**src/rtl/dbgc_pkg.sv**
```systemverilog
package dbgc_pkg;
  localparam int NUM_MOD = 4;

  typedef enum logic [1:0] {
    MOD_BUS    = 2'd0,
    MOD_CPU0   = 2'd1,
    MOD_CPU1   = 2'd2,
    MOD_SERIAL = 2'd3
  } mod_e;

  localparam logic [3:0] OP_NOP    = 4'h0;
  localparam logic [3:0] OP_REG_WR = 4'h9;
  localparam logic [3:0] OP_REG_SL = 4'hD;

  typedef struct packed {
    logic       sel;    // module select decoded
    logic       idx;    // register index select decoded
    logic       wr;     // register write decoded
    mod_e       mod;    // module number for sel
    logic       index;  // index bit for idx
    logic [1:0] data;   // low write data bits
  } cmd_t;
endpackage

```
**src/rtl/dbgc_shifter.sv**
```systemverilog
module dbgc_shifter #(
  parameter int SR_W  = 33,
  parameter int CNT_W = 6
) (
  input  logic             clk,
  input  logic             rst_n,
  input  logic             tdi,
  input  logic             capture,
  input  logic             shift,
  input  logic [SR_W-1:0]  cap_data,
  output logic [SR_W-1:0]  sr,
  output logic [CNT_W-1:0] cnt,
  output logic             tdo
);
  localparam logic [CNT_W-1:0] CNT_MAX = {CNT_W{1'b1}};

  logic [SR_W-1:0]  sr_d, sr_q;
  logic [CNT_W-1:0] cnt_d, cnt_q;

  always_comb begin
    sr_d  = sr_q;
    cnt_d = cnt_q;
    if (capture) begin
      sr_d  = cap_data;
      cnt_d = '0;
    end else if (shift) begin
      sr_d = {tdi, sr_q[SR_W-1:1]};
      if (cnt_q != CNT_MAX) cnt_d = cnt_q + 1'b1;
    end
  end

  always_ff @(posedge clk or negedge rst_n) begin
    if (!rst_n) begin
      sr_q  <= '0;
      cnt_q <= '0;
    end else begin
      sr_q  <= sr_d;
      cnt_q <= cnt_d;
    end
  end

  assign sr  = sr_q;
  assign cnt = cnt_q;
  assign tdo = sr_q[0];
endmodule

```
**src/rtl/dbgc_decode.sv**
```systemverilog
module dbgc_decode import dbgc_pkg::*; #(
  parameter int SR_W  = 33,
  parameter int CNT_W = 6
) (
  input  logic             clk,
  input  logic             rst_n,
  input  logic             update,
  input  logic [SR_W-1:0]  sr,
  input  logic [CNT_W-1:0] cnt,
  output cmd_t             cmd
);
  logic             flag;
  logic [3:0]       opcode;
  logic [CNT_W-1:0] lo;
  logic [SR_W-1:0]  aligned;
  logic             wr_len_ok;

  always_comb begin
    flag      = sr[SR_W-1];
    opcode    = sr[SR_W-2 -: 4];
    lo        = CNT_W'(SR_W) - cnt;
    aligned   = sr >> lo;
    wr_len_ok = (cnt >= CNT_W'(7)) && (cnt <= CNT_W'(SR_W));

    cmd       = '0;
    cmd.sel   = update && flag && (cnt == CNT_W'(3));
    cmd.mod   = mod_e'(sr[SR_W-2 -: 2]);
    cmd.idx   = update && !flag && (cnt == CNT_W'(6)) && (opcode == OP_REG_SL);
    cmd.index = sr[SR_W-6];
    cmd.wr    = update && !flag && wr_len_ok && (opcode == OP_REG_WR);
    cmd.data  = {(cnt >= CNT_W'(8)) ? aligned[1] : 1'b0, aligned[0]};
  end

  // the three command kinds are told apart by length and flag
  a_r3_one_kind: assert property (@(posedge clk) disable iff (!rst_n)
    $onehot0({cmd.sel, cmd.idx, cmd.wr}));
endmodule

```
**src/rtl/dbgc_regs.sv**
```systemverilog
module dbgc_regs import dbgc_pkg::*; #(
  parameter int ADDR_W = 32
) (
  input  logic              clk,
  input  logic              rst_n,
  input  logic              update,
  input  cmd_t              cmd,
  input  logic              err_valid,
  input  logic [ADDR_W-1:0] err_addr,
  output logic [ADDR_W:0]   cap_data,
  output logic              sel_valid,
  output logic [1:0]        sel_module,
  output logic [1:0]        ctrl
);
  logic              sel_valid_d, sel_valid_q;
  mod_e              sel_mod_d, sel_mod_q;
  logic [NUM_MOD-1:0] idx_d, idx_q;
  logic [1:0]        ctrl_d, ctrl_q;
  logic              flag_d, flag_q;
  logic [ADDR_W-1:0] addr_d, addr_q;

  always_comb begin
    sel_valid_d = sel_valid_q;
    sel_mod_d   = sel_mod_q;
    idx_d       = idx_q;
    ctrl_d      = ctrl_q;
    flag_d      = flag_q;
    addr_d      = addr_q;

    if (cmd.sel) begin
      sel_valid_d = 1'b1;
      sel_mod_d   = cmd.mod;
    end
    if (cmd.idx && sel_valid_q) idx_d[sel_mod_q] = cmd.index;
    if (cmd.wr && sel_valid_q) begin
      if (sel_mod_q == MOD_CPU0 && !idx_q[MOD_CPU0]) ctrl_d = cmd.data;
      if (sel_mod_q == MOD_BUS && !idx_q[MOD_BUS] && cmd.data[0]) flag_d = 1'b0;
    end
    if (err_valid && !flag_d) begin
      flag_d = 1'b1;
      addr_d = err_addr;
    end
  end

  always_ff @(posedge clk or negedge rst_n) begin
    if (!rst_n) begin
      sel_valid_q <= 1'b0;
      sel_mod_q   <= MOD_BUS;
      idx_q       <= '0;
      ctrl_q      <= '0;
      flag_q      <= 1'b0;
      addr_q      <= '0;
    end else begin
      sel_valid_q <= sel_valid_d;
      sel_mod_q   <= sel_mod_d;
      idx_q       <= idx_d;
      ctrl_q      <= ctrl_d;
      flag_q      <= flag_d;
      addr_q      <= addr_d;
    end
  end

  always_comb begin
    cap_data = '0;
    if (sel_valid_q && !idx_q[sel_mod_q]) begin
      if (sel_mod_q == MOD_BUS)       cap_data = {addr_q, flag_q};
      else if (sel_mod_q == MOD_CPU0) cap_data[1:0] = ctrl_q;
    end
  end

  assign sel_valid  = sel_valid_q;
  assign sel_module = sel_mod_q;
  assign ctrl       = ctrl_q;

  // selection moves only on an update edge
  a_r2_sel_on_update: assert property (@(posedge clk) disable iff (!rst_n)
    !update |=> $stable({sel_valid_q, sel_mod_q}));
  // control bits move only on an update edge
  a_r6_ctrl_on_update: assert property (@(posedge clk) disable iff (!rst_n)
    !update |=> $stable(ctrl_q));
  // nothing selected means control bits hold
  a_r10_idle_hold: assert property (@(posedge clk) disable iff (!rst_n)
    !sel_valid_q |=> $stable(ctrl_q));
  // a recorded error holds flag and address until an update
  a_r8_err_sticky: assert property (@(posedge clk) disable iff (!rst_n)
    (flag_q && !update) |=> (flag_q && $stable(addr_q)));
endmodule

```
**src/rtl/dbg_cmd_decoder.sv**
```systemverilog
module dbg_cmd_decoder import dbgc_pkg::*; #(
  parameter int ADDR_W = 32
) (
  input  logic              tck,
  input  logic              trst_n,
  input  logic              tdi,
  input  logic              capture_dr,
  input  logic              shift_dr,
  input  logic              update_dr,
  input  logic              bus_err_valid,
  input  logic [ADDR_W-1:0] bus_err_addr,
  output logic              tdo,
  output logic              sel_valid,
  output logic [1:0]        sel_module,
  output logic              cpu_stall,
  output logic              cpu_reset
);
  localparam int SR_W  = ADDR_W + 1;
  localparam int CNT_W = $clog2(SR_W + 2);

  logic [1:0]       rst_sync;
  logic             rst_n;
  logic [SR_W-1:0]  sr, cap_data;
  logic [CNT_W-1:0] cnt;
  cmd_t             cmd;
  logic [1:0]       ctrl;

  // asynchronous assert, synchronous release
  always_ff @(posedge tck or negedge trst_n) begin
    if (!trst_n) rst_sync <= 2'b00;
    else         rst_sync <= {rst_sync[0], 1'b1};
  end
  assign rst_n = rst_sync[1];

  dbgc_shifter #(.SR_W(SR_W), .CNT_W(CNT_W)) u_shift (
    .clk(tck), .rst_n(rst_n), .tdi(tdi), .capture(capture_dr),
    .shift(shift_dr), .cap_data(cap_data), .sr(sr), .cnt(cnt), .tdo(tdo)
  );

  dbgc_decode #(.SR_W(SR_W), .CNT_W(CNT_W)) u_dec (
    .clk(tck), .rst_n(rst_n), .update(update_dr), .sr(sr), .cnt(cnt), .cmd(cmd)
  );

  dbgc_regs #(.ADDR_W(ADDR_W)) u_regs (
    .clk(tck), .rst_n(rst_n), .update(update_dr), .cmd(cmd),
    .err_valid(bus_err_valid), .err_addr(bus_err_addr), .cap_data(cap_data),
    .sel_valid(sel_valid), .sel_module(sel_module), .ctrl(ctrl)
  );

  assign cpu_stall = ctrl[0];
  assign cpu_reset = ctrl[1];
endmodule

```
**config.mk**
```make
export PLATFORM = sky130hd
export DESIGN_NAME = dbg_cmd_decoder
export DESIGN_NICKNAME = d
export VERILOG_FILES = /design/src/rtl/dbgc_pkg.sv /design/src/rtl/dbgc_shifter.sv /design/src/rtl/dbgc_decode.sv /design/src/rtl/dbgc_regs.sv /design/src/rtl/dbg_cmd_decoder.sv
export SDC_FILE = /design/constraint.sdc
export NUM_CORES = 1
export LEC_CHECK = 0
export BUFFER_PORTS_ARGS = -buffer_cell sky130_fd_sc_hd__clkbuf_2
export CAP_MARGIN = 20
export CORE_UTILIZATION = 55
export DETAILED_ROUTE_END_ITERATION = 7
export PLACE_DENSITY = 0.75
export SYNTH_ARGS = -nofsm -noshare
export SYNTH_HDL_FRONTEND = slang
export SYNTH_HIERARCHICAL = 1
export SYNTH_SLANG_ARGS = --single-unit
```
**constraint.sdc**
```tcl
create_clock -name tck -period 2.7 [get_ports tck]
set_input_delay 0.405 -clock tck [delete_from_list [all_inputs] [get_ports tck]]
set_output_delay 0.405 -clock tck [all_outputs]
set_load 0.02 [all_outputs]
```
## Word level (Yosys, flattened, before mapping)

Cells that the tools add are included.

| word-level totals | value |
|---|---|
| bits in registers | 83 |
| bits of input ports | 39 |
| output and inout port bits | 6 |

| cells by class | value |
|---|---|
| add/subtract/negate cells | 2 |
| magnitude comparators | 5 |
| equal/unequal tests | 6 |
| shift-type cells | 1 |
| multiplexer cells | 18 |
| reductions and logical operators | 26 |

Operators by type and width:

| cell | number |
|---|---|
| $mux 33 | 3 |
| $shr 33x6->2 | 1 |
| $mux 31 | 1 |
| $mux 6 | 3 |
| $logic_and 1x1->1 | 16 |
| $eq 4x4->1 const B | 2 |
| $add 6x1->6 const B | 1 |
| $eq 6x2->1 const B | 1 |
| $eq 6x3->1 const B | 1 |
| $ge 6x3->1 const B | 1 |
| $ge 6x4->1 const B | 1 |
| $le 6x6->1 const B | 1 |
| $mux 1 | 6 |
| $ne 6x6->1 const B | 1 |
| $sub 6x6->6 const A | 1 |
| $logic_not 1->1 | 5 |
| $bwmux 4 | 1 |
| $mux 2 | 2 |
| $reduce_and 2->1 | 2 |
| $reduce_bool 2->1 | 2 |
| $lt 2x3->1 const B | 1 |
| $bmux 1 s2 | 1 |
| $demux 1 s2 | 1 |
| $eq 2x1->1 const B | 1 |
| other kinds (2) | 2 |

## Longest topological paths before layout

Gate-level depths: netlist of run 1.

| logic depth | value |
|---|---|
| depth after elaboration | 9 |
| gate-level depth with buffers | 13 |
| depth with buffers taken out | 10 |

## By module

The synthesis of run 1 kept the hierarchy.

By module, submodules not included:

| module | times used | cells an instance | area each (um^2) | sequential area each (um^2) |
|---|---|---|---|---|
| dbgc_regs | 1 | 138 | 1975.6 | 1001.0 |
| dbgc_shifter | 1 | 181 | 1884.3 | 975.9 |
| dbgc_decode | 1 | 67 | 735.7 | 0.0 |
| dbg_cmd_decoder | 1 | 3 | 53.8 | 50.0 |

## Worst setup path before layout of run 1

No wires, ideal clock.

| timing | value |
|---|---|
| kind | register to register |
| start point | reg u_shift.cnt_q[1], in the netlist u_shift/cnt[1] |
| end point | reg u_regs.addr_q[0] |
| setup time | 0.125 ns |
| data arrival time | 3.103 ns |
| required time | 2.575 ns |
| slack | -0.528 ns |
| cell stages (with the launch flop) | 13 |
| path buffers | 3 |
| cell sequence | dfrtp_1 > buf_2 > buf_2 > inv_1 > ha_1 > xor2_1 > mux4_2 > nand3_1 > o311ai_1 > and4_1 > a22o_4 > buf_12 > mux2_4 |

RTL lines:

| item | RTL line | text |
|---|---|---|
| from (decl) | dbgc_shifter.sv:18 | `logic [CNT_W-1:0] cnt_d, cnt_q;` |
| from (signal assigned) | dbgc_shifter.sv:38 | `cnt_q <= cnt_d;` |
| to (signal assigned) | dbgc_regs.sv:59 | `addr_q <= addr_d;` |
| to (decl) | dbgc_regs.sv:20 | `logic [ADDR_W-1:0] addr_d, addr_q;` |

==> results.ini, run 1 <==
[critical_path]
cp.arrival_ns=2.98
r2r-start=u_shift/cnt[0]
ff2ff_setup_slack_ns=-0.04
worstReg2RegEnd=u_regs/addr_q[6]
critical_path.startpoint=u_shift/cnt[0]
startpoint_type=flip-flop
crit_type=flip-flop to flip-flop
worstSetupEndpoint=u_regs/addr_q[6]
end_kind=flip-flop
crit_fanout=11
worstPathRequired_ns=2.95
reg2regPathDepth=10

[final_layout]
area_growth_pct=19.0
nets=501
stdcell_area_sq_um=5530
diodes=0
drive_above_1_share=0.391

[synthesis]
syn-cell-area_sq_um=4650
synth_fp_nets=430
yosysTopAreaCell=dfrtp_1
syn_inst=389
synth_seq_cells=81
synth-main-ff-cell=dfrtp_1
synth.top_cell.area_share=0.436
synth-edff-count=0
synth.most_common_cell=dfrtp_1
synth_common_cells=81 x dfrtp_1, 43 x nand2_1, 38 x o21ai_0, 36 x mux2i_1, 33 x and3_1
synth_cell_type_count=51
ys_top_cells_by_area=dfrtp_1 44%, mux2_4 9.7%, mux2i_1 7.8%
syn_avg_cell_area_sq_um=12.0
ys_warn_count=6
yosysSeqAreaShare=0.436
async_reset_ff_frac=1.00

[run]
drv_cap=0

[hold_path]
min_path_type=input port to flip-flop

[floorplanning]
die-area_sq_um=8830
initial_core_util=0.566
rows=33
core_area_sq_um=8220
io_pins=45
die_x_microns=93.9
die_h_microns=93.9

[pwr]
leakagePower_nw=2.70
power.density_nw_per_um2=518
power_mw=2.87
vdd_drop_max_v=0.000372

[timing]
layout_min_cycle_time_ns=2.74
post-route-period-util=1.01
hold_viol_final=0
worst_slew_pin_slew_ns=0.621
max_freq_mhz=366
setup_ws_ns=-0.0356
finalSetupViolCount=26
grt_setup_unrepaired=yes
timing.final.max_slew_violations=0
relSlewSlack=0.586
fin_skew_ns=0.00820

[place]
dp_hpwl_microns=6290
place.port_buffers=44
gp_congestion=0.826
dpl_cell_area_sq_um=5130

[grt]
antenna_found_initial=0
grt_pass1_wl_microns=16300
grt_max_degree=80
grtUsageTotal=0.246
grt_pass1_vias=3261
grt-ovfl-total=0

[clock_network]
clk_path_buf_depth=2
numCtsBuffers=9
cts.sinks=81
cts_max_level=3
clk_pin_slew_ns=0.08
cts_tree=done
clock_latency_ns=0.36
clockRootBuffer=clkbuf_8

[routing]
wl_microns=10100
drc=0
drt_iter0_drc=220
ant_nets=0
via_per_inst=5.94
firstDrtPassIters=4
vias=3383
post_drt_wl_per_cell_microns=17.8

[status]
violations=negative setup slack
run_status=finished, violations left

-- cells by family (layout without fill, tap and decap cells) --
kind of cell | count (synthesis) | in the layout | share of synthesized area
buffers and inverters | 37 | 110 | 0.0530
muxes | 96 | 96 | 0.295
xor gates and xnor gates | 4 | 4 | 0.00754
DFF | 81 | 81 | 0.436
and+or+nand+nor | 115 | 115 | 0.132
AOI/OAI and AO/OA | 53 | 56 | 0.0702
adders and majority gates | 2 | 2 | 0.00538
other | 1 | 1 | 0.000807
-- state kept, by name, summed over array words and instances (netlist names) --
name / flops
u_shift/cnt: 6
u_regs/sel_valid: 1
rst_sync: 2
u_regs/sel_module: 2
u_regs/idx_q: 2
u_regs/flag_q: 1
u_regs/addr_q: 32
u_shift/sr: 33
u_regs/ctrl: 2
-- cells in the final DEF, fill, tap and decap left out, types with 2 or more instances in the layout --
master     instances
bufinv_16          3
mux2_2            11
and3_1            33
nand4b_1           3
dfrtp_1           78
a21oi_1            2
o21ai_0           36
mux2_4            30
mux4_1             2
nor2b_1            3
nand4_1            4
clkbuf_2          44
nor2_1            10
a22o_4             4
mux2i_1           36
clkbuf_8          11
buf_12             3
inv_1              3
o21ai_1            2
nor3_1             7
dfrtp_2            3
nand2_1           43
inv_4              2
nand3_2            2
mux4_2            16
buf_4             38
-- layer usage --
metal	wire length, microns	global-route usage	up-vias
met4	170	0.0859	0
met5	0	0	-
met2	4930	0.402	100
met3	449	0.0380	14
met1	4600	0.335	1696
li1	-	-	1573
-- critical path, cell delays in order, from the launching register on --
cell	delay, ns
dfrtp_2	0.36
buf_6	0.14
buf_8	0.14
mux4_1	0.57
o21ai_1	0.16
o21ai_1	0.09
nand4_1	0.14
o311ai_4	0.12
and4_4	0.26
a22o_4	0.32
mux2_4	0.32
-- worst min-delay path by stage --
stage                      from                 to  depth (start not counted)
2_1_floorplan            trst_n        rst_sync[0]                          0
3_3_place_gp             trst_n        rst_sync[0]                          1
4_1_cts        bus_err_addr[19]  u_regs/addr_q[19]                          2
5_1_grt        bus_err_addr[30]  u_regs/addr_q[30]                          2
6_report       bus_err_addr[19]  u_regs/addr_q[19]                          2
3_5_place_dp             trst_n        rst_sync[0]                          1
-- repair_timing --
action | CTS | global route
endpoints found under the hold margin | 2 | 0
gates cloned | 3 | 0
pin swaps | 2 | 3
resized for setup | 7 | 11
endpoints found under the setup margin | 32 | 32
hold buffers | 1 | 0
buffers inserted | 3 | 4
-- where the power goes --
group	switching (mW)	internal, mW	leakage (nW)
clock	0.441	0.667	0.127
sequential	0.0506	1.28	1.08
combinational	0.197	0.228	1.48
-- through the flow --
stage	utilization	TNS, ns	hold WS (ns)	cells	setup WS, ns
floorplan	-	-2.11	0.109	389	-0.0702
global placement	0.625	-6.25	0.192	543	-0.201
detailed placement	0.625	-8.31	0.196	543	-0.272
CTS	0.667	0	0.259	566	0.00672
global route	0.674	-3.10	0.258	570	-0.118
finish	0.674	-0.471	0.271	570	-0.0356
-- area by class of cell --
type / count / area, sq um
Inverter: 5 / 23.8
Clock inverter: 4 / 98.8
Timing Repair Buffer: 89 / 607
Tap cell: 105 / 131
Fill cell: 599 / 2680
Multi-Input combinational cell: 274 / 2490
Sequential cell: 81 / 2030
Clock buffer: 12 / 155
(Power assumes the default switching activity.)
==> run 2: changes to the inputs <==
- CELL_PAD_IN_SITES_DETAIL_PLACEMENT: unset -> 2
- CELL_PAD_IN_SITES_GLOBAL_PLACEMENT: unset -> 2
- CORE_UTILIZATION: 55 -> 40
- PLACE_DENSITY: 0.75 -> unset
- PLACE_DENSITY_LB_ADDON: unset -> 0.1
==> results.ini, run 2 (synthesis results as in run 1) <==
[status]
run_status=finished, violations left
violations=negative setup slack

[timing]
timing.final.max_slew_violations=0
totalNegativeSetupSlack_ns=-0.947
setup_ws_ns=-0.0673
max_freq_mhz=361
timing.hold.ws_ns=0.293
worst_slew_pin_slew_ns=0.621
hold_viol_final=0
finalSetupViolCount=32
relSlewSlack=0.586
post-route-period-util=1.02
grt_setup_unrepaired=yes
fin_skew_ns=0.00757
layout_min_cycle_time_ns=2.77

[floorplanning]
rows=39
io_pins=45
die-area_sq_um=12100
initial_core_util=0.409
die_x_microns=110
core_area_sq_um=11400
die_h_microns=110

[clock_network]
numCtsBuffers=9
clock_latency_ns=0.34
cts_max_level=3
cts.sinks=81
clockRootBuffer=clkbuf_16
cts_tree=done
clk_pin_slew_ns=0.06
clk_path_buf_depth=2

[place]
dp.cells=591
gp_congestion=0.844
dp_hpwl_microns=8670
place.port_buffers=44

[final_layout]
largest_register_ff_count=33
area_growth_pct=22.3
diodes=0
final_core_util=0.500
layout_common_cells=78 x dfrtp_1, 48 x buf_4, 44 x clkbuf_2
drive_above_1_share=0.404
layout_commonest_cell=dfrtp_1
nets=511
final_cells=616

[critical_path]
worstPathRequired_ns=2.91
startpoint_type=flip-flop
crit_fanout=8
crit_top_cell=mux4_2
crit_family=multiplexers
crit_slowest_cell=mux4_2
path_cells=buf_12 -> mux4_2 -> mux4_2 -> nand3_2 -> o311ai_4 -> and4_4 -> a22o_4 -> mux2_4
cp.arrival_ns=2.98
path_buf_inv=1
max_stage_delay_ns=0.50
end_kind=flip-flop
crit_type=flip-flop to flip-flop

[grt]
grt_max_degree=51
grt_pass1_vias=3784
grtUsageTotal=0.251
met3_usage=0.0451
top_usage_layer=met2
grt-ovfl-total=0
antenna_found_initial=0
grt_pass1_wl_microns=22000
met1_usage=0.312
globalRouteMet2Util=0.437

[routing]
ant_nets=0
via_per_inst=5.71
drt_iter0_drc=209
vias=3518
drc=0
post_drt_wl_per_cell_microns=22.5
firstDrtPassIters=4
wl_microns=13900

[hold_path]
min_path_type=input port to flip-flop

[pwr]
power.density_nw_per_um2=517
power_mw=2.94
vdd_drop_max_v=0.000269
leakagePower_nw=2.76

[run]
drv_cap=0

run 2: cell count changes in the layout (fill, tap and decap cells not counted), sizes merged:
cell    previous run  this run
clkinv             1         2
inv                5         6
clkbuf            56        55
buf               44        54
bufinv             3         0
run 2: path summary, 6_finish.rpt:
path / from / to / slack (ns) / cells after the start
setup reg to reg: u_shift/cnt[0] / u_regs/addr_q[0] / -0.07 / 8
hold / removal: bus_err_addr[19] / u_regs/addr_q[19] / 0.29 / 2
setup / recovery: u_shift/cnt[0] / u_regs/addr_q[0] / -0.07 / 8
max in group asynchronous: rst_sync[1] / u_shift/cnt[1] / 1.72 / 1
hold reg to reg: rst_sync[1] / u_regs/addr_q[24] / 0.34 / 0
min in group asynchronous: rst_sync[1] / u_regs/addr_q[24] / 0.34 / 0
run 2: repair_timing:
item	4_1_cts	5_1_grt
setup buffers	6	1
gates cloned	3	0
hold buffers	1	0
pin swaps	2	2
resized for setup	14	4
endpoints found under the setup margin	32	32
hold endpoints to repair	2	0
run 2: metal layers:
metal | up-vias | routed length [microns]
met5 | - | 0
met4 | 0 | 316
met3 | 23 | 428
met2 | 71 | 7030
met1 | 1826 | 6090
li1 | 1598 | -
run 2: final cells by class:
type	count	area (sq um)
well taps	143	179
flip-flops and latches	81	2030
clock inverters	3	18.8
fillers	1143	5680
clock buffers	11	243
repair buffers	99	693
multi-input cells	274	2500
inverters	5	23.8
run 2: per-stage QoR:
stage	setup slack (ns)	cell area (sq um)
4_1_cts	-0.0104	5670
3_3_place_gp	-0.229	5260
3_5_place_dp	-0.320	5260
6_report	-0.0673	5690
2_1_floorplan	-0.0702	4700
5_1_grt	-0.133	5690
run 2: power breakdown:
group          switching (mW)  internal [mW]
registers              0.0681           1.28
logic                   0.213          0.243
clock network           0.493          0.639
total                   0.774           2.17
==> run 3: changes to the inputs <==
- CELL_PAD_IN_SITES_DETAIL_PLACEMENT: 2 -> unset
- CELL_PAD_IN_SITES_GLOBAL_PLACEMENT: 2 -> unset
- CORE_UTILIZATION: 40 -> 55
- CTS_BUF_LIST: unset -> sky130_fd_sc_hd__clkbuf_4 sky130_fd_sc_hd__clkbuf_8
- PLACE_DENSITY: unset -> 0.75
- PLACE_DENSITY_LB_ADDON: 0.1 -> unset
==> results.ini, run 3 (synthesis results as in run 1) <==
[timing]
post-route-period-util=1.01
relSlewSlack=0.587
worst_slew_pin_slew_ns=0.619
timing.hold.ws_ns=0.272
timing.final.max_slew_violations=0
hold_viol_final=0
fin_skew_ns=0.00867
grt_setup_unrepaired=yes
totalNegativeSetupSlack_ns=-0.357
finalSetupViolCount=22
layout_min_cycle_time_ns=2.73
max_freq_mhz=366
setup_ws_ns=-0.0296

[critical_path]
startpoint_type=flip-flop
cp.arrival_ns=2.98
crit_type=flip-flop to flip-flop
reg2regPathDepth=10
worstReg2RegEnd=u_regs/addr_q[6]
end_kind=flip-flop
r2r-start=u_shift/cnt[0]
worstPathRequired_ns=2.95
crit_fanout=11
ff2ff_setup_slack_ns=-0.03

[routing]
firstDrtPassIters=4
drt_iter0_drc=244
via_per_inst=5.85
wl_microns=10200
vias=3333
drc=0
ant_nets=0
post_drt_wl_per_cell_microns=17.9

[grt]
grt_pass1_vias=3251
grtUsageTotal=0.247
antenna_found_initial=0
grt-ovfl-total=0
grt_max_degree=80
grt_pass1_wl_microns=16300

[final_layout]
diodes=0
largest_register_ff_count=33
drive_above_1_share=0.391
layout_common_cells=78 x dfrtp_1, 44 x clkbuf_2, 43 x nand2_1
layout_commonest_cell=dfrtp_1
nets=501
area_growth_pct=19.2

[clock_network]
clockRootBuffer=clkbuf_8
clock_latency_ns=0.36
clk_path_buf_depth=2
cts_tree=done
cts.sinks=81
clk_pin_slew_ns=0.08
numCtsBuffers=9
cts_max_level=3

[place]
gp_congestion=0.826
place.port_buffers=44
dp_hpwl_microns=6290

[run]
drv_cap=0

[floorplanning]
initial_core_util=0.566
die-area_sq_um=8830
rows=33
core_area_sq_um=8220
die_h_microns=93.9
die_x_microns=93.9
io_pins=45

[hold_path]
hold_depth=2
hp-start=bus_err_addr[19]
min_path_type=input port to flip-flop
hold_end=u_regs/addr_q[19]

[pwr]
power.density_nw_per_um2=519
vdd_drop_max_v=0.000372
leakagePower_nw=2.71

[status]
violations=negative setup slack
run_status=finished, violations left

==> run 3: stage by stage <==
stage / cells / instance area, sq um / worst slack (ns) / power (mW) / utilization
after global routing: 570 / 5540 / -0.115 / 3.00 / 0.674
after detailed placement: 543 / 5130 / -0.272 / 1.75 / 0.625
final: 570 / 5540 / -0.0296 / 2.87 / 0.674
after global placement: 543 / 5130 / -0.201 / 1.73 / 0.625
after floorplan: 389 / 4700 / -0.0702 / 1.62 / -
after CTS: 566 / 5490 / 0.00672 / 2.88 / 0.668
==> run 3: area by class of cell <==
cell class | count | area [sq um]
multi-input cells | 274 | 2490
clock buffers | 12 | 159
well taps | 105 | 131
repair buffers | 89 | 607
inverters | 5 | 23.8
flip-flops and latches | 81 | 2030
clock inverters | 4 | 98.8
fillers | 598 | 2680
==> run 3: how the worst max path moves through the flow <==
stage / from / endpoint / slack, ns / depth (start not counted)
after floorplan: u_shift/cnt[1] / u_regs/addr_q[0] / -0.07 / 12
after global placement: u_shift/cnt[0] / u_regs/addr_q[6] / -0.20 / 9
after detailed placement: u_shift/cnt[0] / u_regs/addr_q[16] / -0.27 / 9
after CTS: u_shift/cnt[0] / u_regs/addr_q[0] / 0.007 / 8
after global routing: u_shift/cnt[0] / u_regs/addr_q[6] / -0.11 / 10
final: u_shift/cnt[0] / u_regs/addr_q[6] / -0.03 / 10
==> run 3: metal layers <==
| layer | GRT usage | vias up | wire [microns] |
|---|---|---|---|
| met1 | 0.339 | 1640 | 4520 |
| met2 | 0.399 | 105 | 4930 |
| li1 | - | 1574 | - |
| met5 | 0 | - | 0 |
| met3 | 0.0380 | 14 | 565 |
| met4 | 0.0859 | 0 | 158 |
==> run 3: report_power, final <==
| group | internal, mW | total, mW | switching, mW | leakage [nW] |
|---|---|---|---|---|
| clock | 0.677 | 1.12 | 0.440 | 0.130 |
| combinational | 0.228 | 0.424 | 0.196 | 1.49 |
| sequential | 1.28 | 1.33 | 0.0507 | 1.08 |
| total | 2.19 | 2.87 | 0.687 | 2.71 |
==> run 3: timing repair <==
| item | in CTS | in global routing |
|---|---|---|
| setup buffers | 3 | 4 |
| pin swaps | 2 | 3 |
| gates resized for setup | 7 | 10 |
| setup endpoints to repair | 32 | 32 |
| gates cloned | 3 | 0 |
| hold buffers | 1 | 0 |
| endpoints found under the hold margin | 2 | 0 |
==> run 3: worst max-delay path, stage by stage, from the launching register on <==
cell      delay (ns)
dfrtp_2         0.36
buf_6           0.13
buf_8           0.14
mux4_1          0.58
o21ai_1         0.16
o21ai_1         0.08
nand4_1         0.14
o311ai_4        0.13
and4_4          0.26
a22o_4          0.32
mux2_4          0.32
